<file path="src/rtl/gpio_port_pkg.sv">
package gpio_port_pkg;
  typedef enum logic [1:0] {
    SEL_DATA = 2'd0,
    SEL_DIR  = 2'd1,
    SEL_PIN  = 2'd2,
    SEL_NONE = 2'd3
  } port_sel_e;
endpackage

</file>
<file path="src/rtl/gpio_sync.sv">
module gpio_sync #(
  parameter int W = 8,
  parameter logic RST_VAL = 1'b1
) (
  input  logic         clk,
  input  logic         rst_n,
  input  logic [W-1:0] d,
  output logic [W-1:0] q
);
  logic [W-1:0] meta_q;
  logic [W-1:0] hold_q;

  always_ff @(posedge clk or negedge rst_n) begin
    if (!rst_n) begin
      meta_q <= {W{RST_VAL}};
      hold_q <= {W{RST_VAL}};
    end else begin
      meta_q <= d;
      hold_q <= meta_q;
    end
  end

  assign q = hold_q;
endmodule

</file>
<file path="src/rtl/gpio_regs.sv">
module gpio_regs
  import gpio_port_pkg::*;
#(
  parameter int W = 8
) (
  input  logic         clk,
  input  logic         rst_n,
  input  logic [W-1:0] lock_mask,
  input  port_sel_e    sel,
  input  logic         wr_en,
  input  logic [W-1:0] wr_data,
  input  logic [W-1:0] pin_q,
  output logic [W-1:0] dat_eff,
  output logic [W-1:0] dir_eff,
  output logic [W-1:0] rd_data
);
  logic [W-1:0] dat_q;
  logic [W-1:0] dir_q;

  always_ff @(posedge clk or negedge rst_n) begin
    if (!rst_n) begin
      dat_q <= '0;
      dir_q <= '0;
    end else if (wr_en) begin
      if (sel == SEL_DATA) dat_q <= wr_data & ~lock_mask;
      if (sel == SEL_DIR)  dir_q <= wr_data & ~lock_mask;
    end
  end

  assign dat_eff = dat_q & ~lock_mask;
  assign dir_eff = dir_q & ~lock_mask;

  always_comb begin
    case (sel)
      SEL_DATA: rd_data = dat_eff;
      SEL_DIR:  rd_data = dir_eff;
      SEL_PIN:  rd_data = pin_q;
      default:  rd_data = '0;
    endcase
  end

  // the pin address is read-only
  a_r3_pin_readonly: assert property (@(posedge clk) disable iff (!rst_n)
    (wr_en && sel == SEL_PIN) |=> ($stable(dat_q) && $stable(dir_q)));
endmodule

</file>
<file path="src/rtl/gpio_rst_filter.sv">
module gpio_rst_filter #(
  parameter int MIN_LOW = 16
) (
  input  logic clk,
  input  logic rst_n,
  input  logic enable,
  input  logic pin_s,
  output logic reset_out
);
  localparam int CW = $clog2(MIN_LOW + 1);
  localparam logic [CW-1:0] TOP = CW'(MIN_LOW);

  logic [CW-1:0] cnt;

  always_ff @(posedge clk or negedge rst_n) begin
    if (!rst_n)                cnt <= '0;
    else if (!enable || pin_s) cnt <= '0;
    else if (cnt != TOP)       cnt <= cnt + CW'(1);
  end

  assign reset_out = enable && !pin_s && (cnt == TOP);

  // every low cycle below the limit advances the count by exactly one
  a_r9_count_step: assert property (@(posedge clk) disable iff (!rst_n)
    (enable && !pin_s && cnt != TOP) |=> (cnt == $past(cnt) + CW'(1)));
  // a high level restarts the count
  a_r9_high_clears: assert property (@(posedge clk) disable iff (!rst_n)
    pin_s |=> (cnt == '0));
  // a rising request follows a low level on the previous cycle
  a_r8_rise_after_low: assert property (@(posedge clk) disable iff (!rst_n)
    $rose(reset_out) |-> $past(!pin_s));
endmodule

</file>
<file path="src/rtl/gpio_port.sv">
module gpio_port
  import gpio_port_pkg::*;
#(
  parameter int WIDTH = 7,
  parameter int MIN_LOW = 16,
  parameter bit RST_PIN_CAPABLE = 1'b1
) (
  input  logic             clk,
  input  logic             rst_n,
  input  logic             cfg_rst_mode,
  input  logic [1:0]       addr,
  input  logic             wr_en,
  input  logic [WIDTH-1:0] wr_data,
  output logic [WIDTH-1:0] rd_data,
  input  logic [WIDTH-1:0] pad_in,
  output logic [WIDTH-1:0] pad_out,
  output logic [WIDTH-1:0] pad_oe,
  output logic [WIDTH-1:0] pad_pu,
  output logic             reset_out
);
  localparam int TOP_BIT = WIDTH - 1;
  localparam logic [WIDTH-1:0] TOP_MASK = {1'b1, {(WIDTH-1){1'b0}}};

  logic             rst_mode;
  logic [WIDTH-1:0] lock_mask;
  logic [WIDTH-1:0] pin_q;
  logic [WIDTH-1:0] dat_eff;
  logic [WIDTH-1:0] dir_eff;
  port_sel_e        sel;

  assign rst_mode  = RST_PIN_CAPABLE && cfg_rst_mode;
  assign lock_mask = rst_mode ? TOP_MASK : '0;
  assign sel       = port_sel_e'(addr);

  gpio_sync #(.W(WIDTH), .RST_VAL(1'b1)) u_sync (
    .clk(clk), .rst_n(rst_n), .d(pad_in), .q(pin_q)
  );

  gpio_regs #(.W(WIDTH)) u_regs (
    .clk(clk), .rst_n(rst_n), .lock_mask(lock_mask), .sel(sel),
    .wr_en(wr_en), .wr_data(wr_data), .pin_q(pin_q),
    .dat_eff(dat_eff), .dir_eff(dir_eff), .rd_data(rd_data)
  );

  generate
    if (RST_PIN_CAPABLE) begin : g_filt
      gpio_rst_filter #(.MIN_LOW(MIN_LOW)) u_filt (
        .clk(clk), .rst_n(rst_n), .enable(rst_mode),
        .pin_s(pin_q[TOP_BIT]), .reset_out(reset_out)
      );
    end else begin : g_nofilt
      assign reset_out = 1'b0;
    end
  endgenerate

  assign pad_oe  = rst_n ? dir_eff : '0;
  assign pad_out = rst_n ? (dat_eff & dir_eff) : '0;
  assign pad_pu  = (dat_eff & ~dir_eff) | lock_mask;

  // drive released whenever reset is low, independent of any clock
  always_comb begin
    if (!rst_n) a_r2_oe_off_in_reset: assert (pad_oe == '0);
  end
  // no value is driven on a disabled pin
  a_r4_no_drive_when_off: assert property (@(posedge clk) disable iff (!rst_n)
    (pad_out & ~pad_oe) == '0);
  // pull-up and drive never together
  a_r5_pu_excl_oe: assert property (@(posedge clk) disable iff (!rst_n)
    (pad_pu & pad_oe) == '0);
  // reset pin released with pull-up on
  a_r7_rst_pin_free: assert property (@(posedge clk) disable iff (!rst_n)
    rst_mode |-> (!pad_oe[TOP_BIT] && pad_pu[TOP_BIT]));
endmodule

</file>
<file path="config.mk">
export PLATFORM = sky130hd
export DESIGN_NAME = gpio_port
export DESIGN_NICKNAME = d
export VERILOG_FILES = /design/src/rtl/gpio_port_pkg.sv /design/src/rtl/gpio_sync.sv /design/src/rtl/gpio_regs.sv /design/src/rtl/gpio_rst_filter.sv /design/src/rtl/gpio_port.sv
export SDC_FILE = /design/constraint.sdc
export NUM_CORES = 1
export LEC_CHECK = 0
export BUFFER_PORTS_ARGS = -buffer_cell sky130_fd_sc_hd__buf_2
export CAP_MARGIN = 20
export CORE_MARGIN = 2
export CORE_UTILIZATION = 26
export CTS_BUF_LIST = sky130_fd_sc_hd__clkbuf_4 sky130_fd_sc_hd__clkbuf_8
export DETAILED_ROUTE_END_ITERATION = 7
export GPL_TIMING_DRIVEN = 0
export REMOVE_ABC_BUFFERS = 1
export SETUP_SLACK_MARGIN = 0.4
export SYNTH_ARGS = -nofsm -noshare
export SYNTH_HDL_FRONTEND = slang
export SYNTH_SLANG_ARGS = --single-unit
</file>
<file path="constraint.sdc">
create_clock -name clk -period 3.6 [get_ports clk]
set_input_delay 1.08 -clock clk [delete_from_list [all_inputs] [get_ports clk]]
set_output_delay 1.08 -clock clk [all_outputs]
set_load 0.02 [all_outputs]
</file>
Word-level counts from Yosys, hierarchy flattened. Cells that the tools add are included. Widths: inputs -> output; s select.

Register bits: 33. Bits in latches: 0. RAM bits: 0. ROM bits: 0. Output and inout port bits: 29. Memories: 0.

$add $sub $neg: 1. Multipliers: 0. Divide/modulo/power cells: 0. $lt $le $gt $ge: 0. Equal/unequal tests: 4. Shifts and indexed selects: 0. Multiplexer cells: 6. Bitwise operators: 8. Reductions and logical operators: 9.

Operators with widths (number): $and 7x7->7 (5); $mux 7 (3); $pmux 7 s3 (1); $not 7->7 (2); $mux 5 (2); $or 7x7->7 (1); $add 5x1->5 const B (1); $eq 5x5->1 const B (1); $ne 5x5->1 const B (1); $reduce_and 2->1 (2); $eq 2x1->1 const B (1); $eq 2x2->1 const B (1); $logic_and 1x1->1 (2); $logic_not 1->1 (2); $logic_not 2->1 (1); $reduce_bool 2->1 (1); $logic_or 1x1->1 (1).

Depth between registers and ports, before layout. Gate-level depths: netlist (run 1).

Depth after elaboration: 6. Depth in mapped cells: 4. Gate-level depth less buffers: 4.

Cells and area by module. Synthesis (run 1) repeated with hierarchy kept, for this count alone.

Cell total of the unflattened synthesis: 143. Area total of the unflattened synthesis: 1781.7 um^2.

Modules (own cells, without submodules): gpio_regs (instances 1, cells an instance 77, area each 922.1 um^2, sequential area each 350.3 um^2); gpio_sync (instances 1, cells an instance 14, area each 367.9 um^2, sequential area each 367.9 um^2); gpio_rst_filter (instances 1, cells an instance 28, area each 327.8 um^2, sequential area each 125.1 um^2); gpio_port (instances 1, cells an instance 24, area each 163.9 um^2, sequential area each 0.0 um^2).

Least setup slack after synthesis (run 1). No wires, ideal clock.

Kind: input-to-output. Start point: in addr[0]. End point: out rd_data[6]. Arrival time: 1.802 ns. Setup slack: 0.718 ns. Cell stages on the path: 4. Path buffers: 2. Cells stage by stage: buf_6 nor2b_1 clkbuf_1 a22o_1.

Longest elaborated chain between the ends: 2. Elaborated cells on any way between the ends: 4. Those cells by class: eq/ne (2); mux (1); reduce/logical (1).

Ends and longest elaborated chain: start, declared (line gpio_port.sv:11) `input logic [1:0] addr,`; $eq 2x2->1, or another cell as far along (line gpio_regs.sv:34) `case (sel)`; $pmux 7 s3 * (line gpio_regs.sv:34); end, declared (line gpio_port.sv:14) `output logic [WIDTH-1:0] rd_data,`.

Every way passes the cells marked *; elsewhere a longest branch is shown, timed or not.

Worst setup path after layout (run 1). Ends and elaborated chain as after synthesis.

==> results by group, run 1 <==
Run status
  – Run status: complete, no violations

Global routing
  – GR Util met2: 0.146
  – Number of antenna violations at the first check in global routing: 0
  – Largest net degree at the start of global routing: 47
  – Met3 GRT Util: 0.0400
  – Most Crowded Layer GR: met2
  – GRT Total Usage: 0.0964
  – First-pass GRT wire length: 4660 µm
  – Number of global-route vias before repair: 948
  – Total gr overflow: 0
  – Met1 Use GR: 0.123

Synth
  – Main synth FF type: dfrtp_1
  – Number of enable flip-flop cells after synthesis: 0
  – Register area share after synthesis: 0.547
  – Asr flop ratio synth: 1.00
  – Synth top area cells: dfrtp_1 31%, dfstp_2 24%, mux2_2 11%
  – FF+latch count, synth: 33
  – Most frequent cell after synthesis: dfrtp_1
  – Cell taking the most area after synthesis: dfrtp_1
  – Unique cell type count in the Yosys netlist: 26
  – Syn Inst Count: 117
  – Top cell type's share of synthesized area: 0.308
  – Synth Area in Compound Gates: 0.0446
  – Adder-cell area share of the yosys netlist: 0.0162
  – Synthesized area: 0.00154 mm²
  – Yosys warning count: 0
  – Largest family of logic cells by synthesized area: simple AND/OR/NAND/NOR gates
  – Top cells by count, synth: 19 x dfrtp_1, 15 x mux2_2, 14 x dfstp_2
  – Post-synthesis mux area share: 0.175
  – Synth Area in XOR/XNOR: 0.00568
  – Mapped Avg Cell Area: 13.2 µm²
  – Simple logic cell fraction of the synthesized area: 0.180

Placed design
  – Final GP Congestion: 0.695
  – Post-DP HPWL: 2120 µm
  – Port-buffer cells: 48

Timing
  – Max Freq: 0.322 GHz
  – Worst slew margin: 0.667
  – Period minus WS final: 3.10 ns
  – Slew @ Worst Pin: 0.499 ns
  – RSZ-0062 raised after global routing: no
  – Final setup viols: 0
  – Final Hold Vio Count: 0
  – Final clock skew: 0.00436 ns
  – Slew Limit Fails: 0
  – Post-route setup TNS: 0 ns
  – Final worst path period share: 0.862

Clock tree
  – CTS buffer count: 5
  – Clock slew at reported path FFs: 0.06 ns
  – Clk buf depth: 2
  – CTS tree: built
  – Clk sinks: 33
  – H-tree depth: 2
  – Worst-skew pair later-pin latency: 0.28 ns
  – Hold-fix buffers, CTS: 0
  – # Post-CTS Setup Buffers: 0
  – Clk root buf: clkbuf_8

Route
  – Antenna-violating nets left: 0
  – Vias per inst: 4.26
  – Final wirelength: 2910 µm
  – Vias: 1032
  – First-pass detailed-route iteration total: 4
  – Post-DR wirelength/cell: 12.0 µm
  – DR iter-0 viols: 28
  – Drt drc: 0

Die
  – Starting density of the core: 0.265
  – Die width: 81 µm
  – Total core area: 0.00582 mm²
  – IO Pins: 49
  – Num rows: 28
  – Area of the die: 0.00656 mm²
  – Die height: 81 µm

Worst setup path
  – Critical-path cell list: clkbuf_4 > mux2_2 > a22o_1 > buf_2
  – CP max stage delay: 0.36 ns
  – Worst EP arrival: 2.02 ns
  – Setup crit end kind: primary output
  – CP startpoint kind: primary input
  – Max FO, Critical Path: 10
  – Required @ worst endpoint: 2.52 ns
  – CP max-delay cell: mux2_2
  – Setup Crit Path Kind: in -> out

Finish
  – N_diodes: 0
  – Fraction of layout cells with a size suffix above 1: 0.545
  – Storage element area: 843 µm²
  – Filler cells: 629
  – Area delta synth->final: 25.6%
  – Multi-input gate area: 652 µm²
  – Final #Nets: 188
  – Final core occ: 0.333

Power and ir drop
  – Total power: 918 µW
  – PwrDens: 474 mW/mm²
  – Worst VDD drop: 246 µV
  – LEAKAGE: 0.000932 µW

Job
  – Max-Cap Viols: 0

Hold path
  – Hold Path Class: reg -> reg
-- area by class of cell --
cell class | count | share of cell area
clock buffer | 6 | 0.0394
multi-input combinational | 75 | 0.337
tap | 75 | 0.0485
inverter | 3 | 0.00582
timing repair buffer | 48 | 0.129
sequential | 33 | 0.436
clock inverter | 2 | 0.00517
-- per-layer routing --
| metal | part of all wire | vias to the layer above |
|---|---|---|
| met5 | 0 | - |
| met4 | 0.0058 | 0 |
| met3 | 0.067 | 2 |
| met2 | 0.48 | 28 |
| met1 | 0.45 | 491 |
| li1 | - | 511 |
-- final timing paths --
check                                startpoint              endpoint  slack (ns)  depth (start not counted)
min                            u_sync.meta_q[6]           u_sync.q[6]        0.36                          0
max                                     addr[0]            rd_data[6]        0.50                          4
min reg2reg                    u_sync.meta_q[6]           u_sync.q[6]        0.36                          0
max in group asynchronous                 rst_n           u_sync.q[1]        2.58                          1
min in group asynchronous                 rst_n       u_regs.dat_q[6]        0.70                          1
max reg2reg                g_filt.u_filt.cnt[0]  g_filt.u_filt.cnt[2]        2.30                          4
-- worst max-delay path, delay by kind of cell --
| kind | cells | cell delay (ns) |
|---|---|---|
| muxes | 1 | 0.36 |
| AOI/OAI and AO/OA | 1 | 0.19 |
| buffers and inverters | 2 | 0.40 |
-- per-stage QoR --
| step | setup WS [ns] | area [µm²] | hold slack (ns) | std cells |
|---|---|---|---|---|
| 3_5_place_dp | 0.148 | 1840 | 0.347 | 234 |
| 4_1_cts | 0.406 | 1930 | 0.357 | 242 |
| 5_1_grt | 0.450 | 1940 | 0.356 | 242 |
| 6_report | 0.497 | 1940 | 0.356 | 242 |
| 3_3_place_gp | 0.165 | 1840 | 0.348 | 234 |
| 2_1_floorplan | 0.822 | 1500 | 0.345 | 111 |
-- where the power goes --
part / internal [µW] / switching [µW] / leakage [µW] / total, µW
clock: 141 / 127 / 0.0000484 / 268
combinational: 91.5 / 111 / 0.000499 / 202
sequential: 416 / 31.9 / 0.000384 / 447
total: 648 / 270 / 0.000932 / 918
-- state kept, by name, summed over array words and instances (netlist names) --
signal / flops
u_sync.q: 7
g_filt.u_filt.cnt: 5
u_sync.meta_q: 7
u_regs.dat_q: 7
u_regs.dir_q: 7
-- cell usage in the layout, fill, tap and decap left out, types with 2 or more instances in the layout --
master     instances
buf_2             46
dfrtp_1           19
mux2_2            15
dfstp_2           14
mux2i_1           10
nor2b_1            7
o2bb2ai_1          6
and3_1             6
and2_1             6
nand3b_1           5
clkbuf_8           5
inv_1              3
or3b_2             3
nor2_1             2
nand3_1            2
ha_1               2
clkinv_2           2
clkbuf_4           2
-- kinds of logic (layout without fill, tap and decap cells) --
group	after synthesis	after routing
buffers and inverters	9	59
AO/OA/AOI/OAI	8	8
multiplexers	25	25
XOR/XNOR	1	1
flip-flops	33	33
AND/OR/NAND/NOR	39	39
adder cells (fa/ha/maj)	2	2
-- what timing repair did --
item                                    4_1_cts  5_1_grt
resized for setup                             2        2
endpoints found under the setup margin       19        2
cloned                                        0        0
(Power assumes the default switching activity.)
==> run 2, diff against run 1 <==
--- a/config.mk
+++ b/config.mk
@@ -12,7 +12,6 @@
 export CTS_BUF_LIST = sky130_fd_sc_hd__clkbuf_4 sky130_fd_sc_hd__clkbuf_8
 export DETAILED_ROUTE_END_ITERATION = 7
 export GPL_TIMING_DRIVEN = 0
-export REMOVE_ABC_BUFFERS = 1
 export SETUP_SLACK_MARGIN = 0.4
 export SYNTH_ARGS = -nofsm -noshare
 export SYNTH_HDL_FRONTEND = slang
==> results by group, run 2 (synthesis gave the netlist of run 1 again) <==
Run status
  – Run status: complete, no violations

Worst setup path
  – R2R depth: 4 (unchanged)
  – CP startpoint kind: primary input
  – Reg2Reg Capture Point: g_filt.u_filt.cnt[2]
  – Reg-to-reg slack, setup: 2.31 ns (about the same)
  – Critical-path cell list: buf_6 > nor2b_1 > clkbuf_1 > a22o_1 > buf_2
  – Required @ worst endpoint: 2.52 ns (about the same)
  – Delay-heaviest family, CP: buffers and inverters
  – Setup Crit Path Kind: in -> out
  – Max FO, Critical Path: 10 (unchanged)
  – Worst Path Buf+Inv: 3 (+1)
  – Critical R2R Launch: g_filt.u_filt.cnt[0]
  – CP max-delay cell: clkbuf_1
  – CP max stage delay: 0.28 ns (-0.08 ns)
  – Worst EP arrival: 1.98 ns (-0.04 ns)
  – Setup crit end kind: primary output

Global routing
  – First-pass GRT wire length: 4970 µm (+6.5%)
  – Most Crowded Layer GR: met2
  – GRT Total Usage: 0.105 (+0.00872)
  – Met3 GRT Util: 0.0422 (+0.00222)
  – Total gr overflow: 0 (unchanged)
  – Met1 Use GR: 0.135 (+0.0127)
  – Number of global-route vias before repair: 1001 (+5.6%)
  – GR Util met2: 0.160 (+0.0140)
  – Largest net degree at the start of global routing: 38 (-19%)
  – Number of antenna violations at the first check in global routing: 0 (unchanged)

Power and ir drop
  – Register share of total power: 0.482 (-0.005)
  – Int Pwr: 650 µW (+0.30%)
  – LEAKAGE: 0.000942 µW (+1.1%)
  – P_sw: 279 µW (+3.6%)
  – Logic gate share of total power: 0.227 (+0.006)
  – Switching share of power: 0.301 (+0.00674)
  – Worst VDD drop: 192 µV (-22%)
  – PwrDens: 474 mW/mm² (about the same)
  – Clock power share: 0.292 (about the same)

Route
  – Post-DR wirelength/cell: 13.3 µm (+11%)
  – Vias: 1060 (+2.7%)
  – Final wirelength: 3280 µm (+12%)
  – Drt drc: 0 (unchanged)
  – First-pass detailed-route iteration total: 4 (unchanged)
  – DR iter-0 viols: 43 (+54%)
  – Vias per inst: 4.31 (+1.0%)
  – Antenna-violating nets left: 0 (unchanged)

Timing
  – Final worst path period share: 0.850 (-0.0116)
  – Period minus WS final: 3.06 ns (-0.0419 ns)
  – Slew @ Worst Pin: 0.489 ns (-0.00989 ns)
  – Final setup viols: 0 (unchanged)
  – RSZ-0062 raised after global routing: no
  – Max Freq: 0.327 GHz (+1.4%)
  – Worst slew margin: 0.674 (+0.00660)
  – Slew Limit Fails: 0 (unchanged)
  – Final Hold Vio Count: 0 (unchanged)
  – Post-route setup TNS: 0 ns (unchanged)
  – Final clock skew: 0.00344 ns (-0.000922 ns)

Finish
  – Storage element area: 843 µm² (unchanged)
  – Filler cells: 611 (-2.9%)
  – Multi-input gate area: 649 µm² (-0.38%)
  – Area delta synth->final: 27.1%
  – N_diodes: 0 (unchanged)
  – Commonest non-fill, non-tap cell in the layout: buf_2
  – Final #Nets: 192 (+2.1%)
  – Fraction of layout cells with a size suffix above 1: 0.532 (-0.0127)
  – Final core occ: 0.337 (+0.00409)
  – Most frequent cells in the layout: 45 x buf_2, 19 x dfrtp_1, 15 x mux2_2

Clock tree
  – CTS tree: built
  – Clk sinks: 33 (unchanged)
  – H-tree depth: 2 (unchanged)
  – CTS buffer count: 5 (unchanged)
  – Clk root buf: clkbuf_8
  – Worst-skew pair later-pin latency: 0.28 ns (about the same)
  – # Post-CTS Setup Buffers: 0 (unchanged)
  – Hold-fix buffers, CTS: 0 (unchanged)
  – Clk buf depth: 2 (unchanged)
  – Clock slew at reported path FFs: 0.06 ns (about the same)

Die
  – Die height: 81 µm (unchanged)
  – IO Pins: 49 (unchanged)
  – Die width: 81 µm (unchanged)
  – Starting density of the core: 0.265 (unchanged)
  – Total core area: 0.00582 mm² (unchanged)
  – Area of the die: 0.00656 mm² (unchanged)
  – Num rows: 28 (unchanged)

Placed design
  – Final GP Congestion: 0.769 (+11%)
  – Post-DP HPWL: 2300 µm (+8.3%)
  – Port-buffer cells: 46 (-4.2%)

Hold path
  – WHS Endpoint: u_sync.q[0]
  – HP Start: u_sync.meta_q[0]
  – Hold Path Class: reg -> reg
  – Hold depth: 0 (unchanged)

Job
  – Max-Cap Viols: 0 (unchanged)

Synth
  – Syn_nets: 139
==> run 2: cell types whose count changed in the layout (fill, tap and decap cells not counted), sizes merged <==
| cell | delta |
|---|---|
| buf | +1 |
| clkbuf | +3 |
==> run 2: how the worst max path moves through the flow <==
| stage | startpoint | endpoint | slack [ns] | depth (start not counted) |
|---|---|---|---|---|
| final | addr[0] | rd_data[6] | 0.54 | 5 |
| after global placement | rst_n | pad_out[4] | 0.05 | 4 |
| after detailed placement | rst_n | pad_out[4] | 0.02 | 4 |
| after global routing | rst_n | pad_out[5] | 0.44 | 4 |
| after CTS | rst_n | pad_out[4] | 0.51 | 4 |
| after floorplan | addr[0] | rd_data[6] | 0.72 | 4 |
==> run 2: repair_timing <==
action / 4_1_cts / 5_1_grt
hold endpoints to repair: 0 / 0
gates resized for setup: 3 / 0
setup endpoints to repair: 14 / 0
==> run 2: cell type report <==
type	count	share of cell area
timing repair buffer	46	0.121
buffer	6	0.0198
inverter	3	0.00575
clock inverter	2	0.00511
sequential	33	0.430
clock buffer	6	0.0390
multi-input combinational	75	0.331
tap	75	0.0479
==> run 2: metrics by stage <==
stage                     hold slack (ns)  setup WS (ns)  std cells  instance area (µm²)  power [µW]
after global placement              0.347         0.0454        238                 1870         663
after detailed placement            0.347         0.0171        238                 1870         666
final                               0.356          0.539        246                 1960         930
after CTS                           0.357          0.511        246                 1960         946
after floorplan                     0.345          0.718        117                 1540         585
after global routing                0.359          0.444        246                 1960         988
==> run 2: power by group through the flow <==
stage                     combinational [µW]  sequential [µW]  clock (µW)
after floorplan                          142              444           0
after global placement                   211              452           0
after detailed placement                 213              453           0
after CTS                                215              447         284
after global routing                     230              454         304
final                                    211              448         271
==> run 2: layer usage <==
| metal | vias to the layer above | wire [µm] |
|---|---|---|
| li1 | 523 | - |
| met1 | 505 | 1590 |
| met2 | 30 | 1500 |
| met3 | 2 | 174 |
| met4 | 0 | 17 |
| met5 | - | 0 |
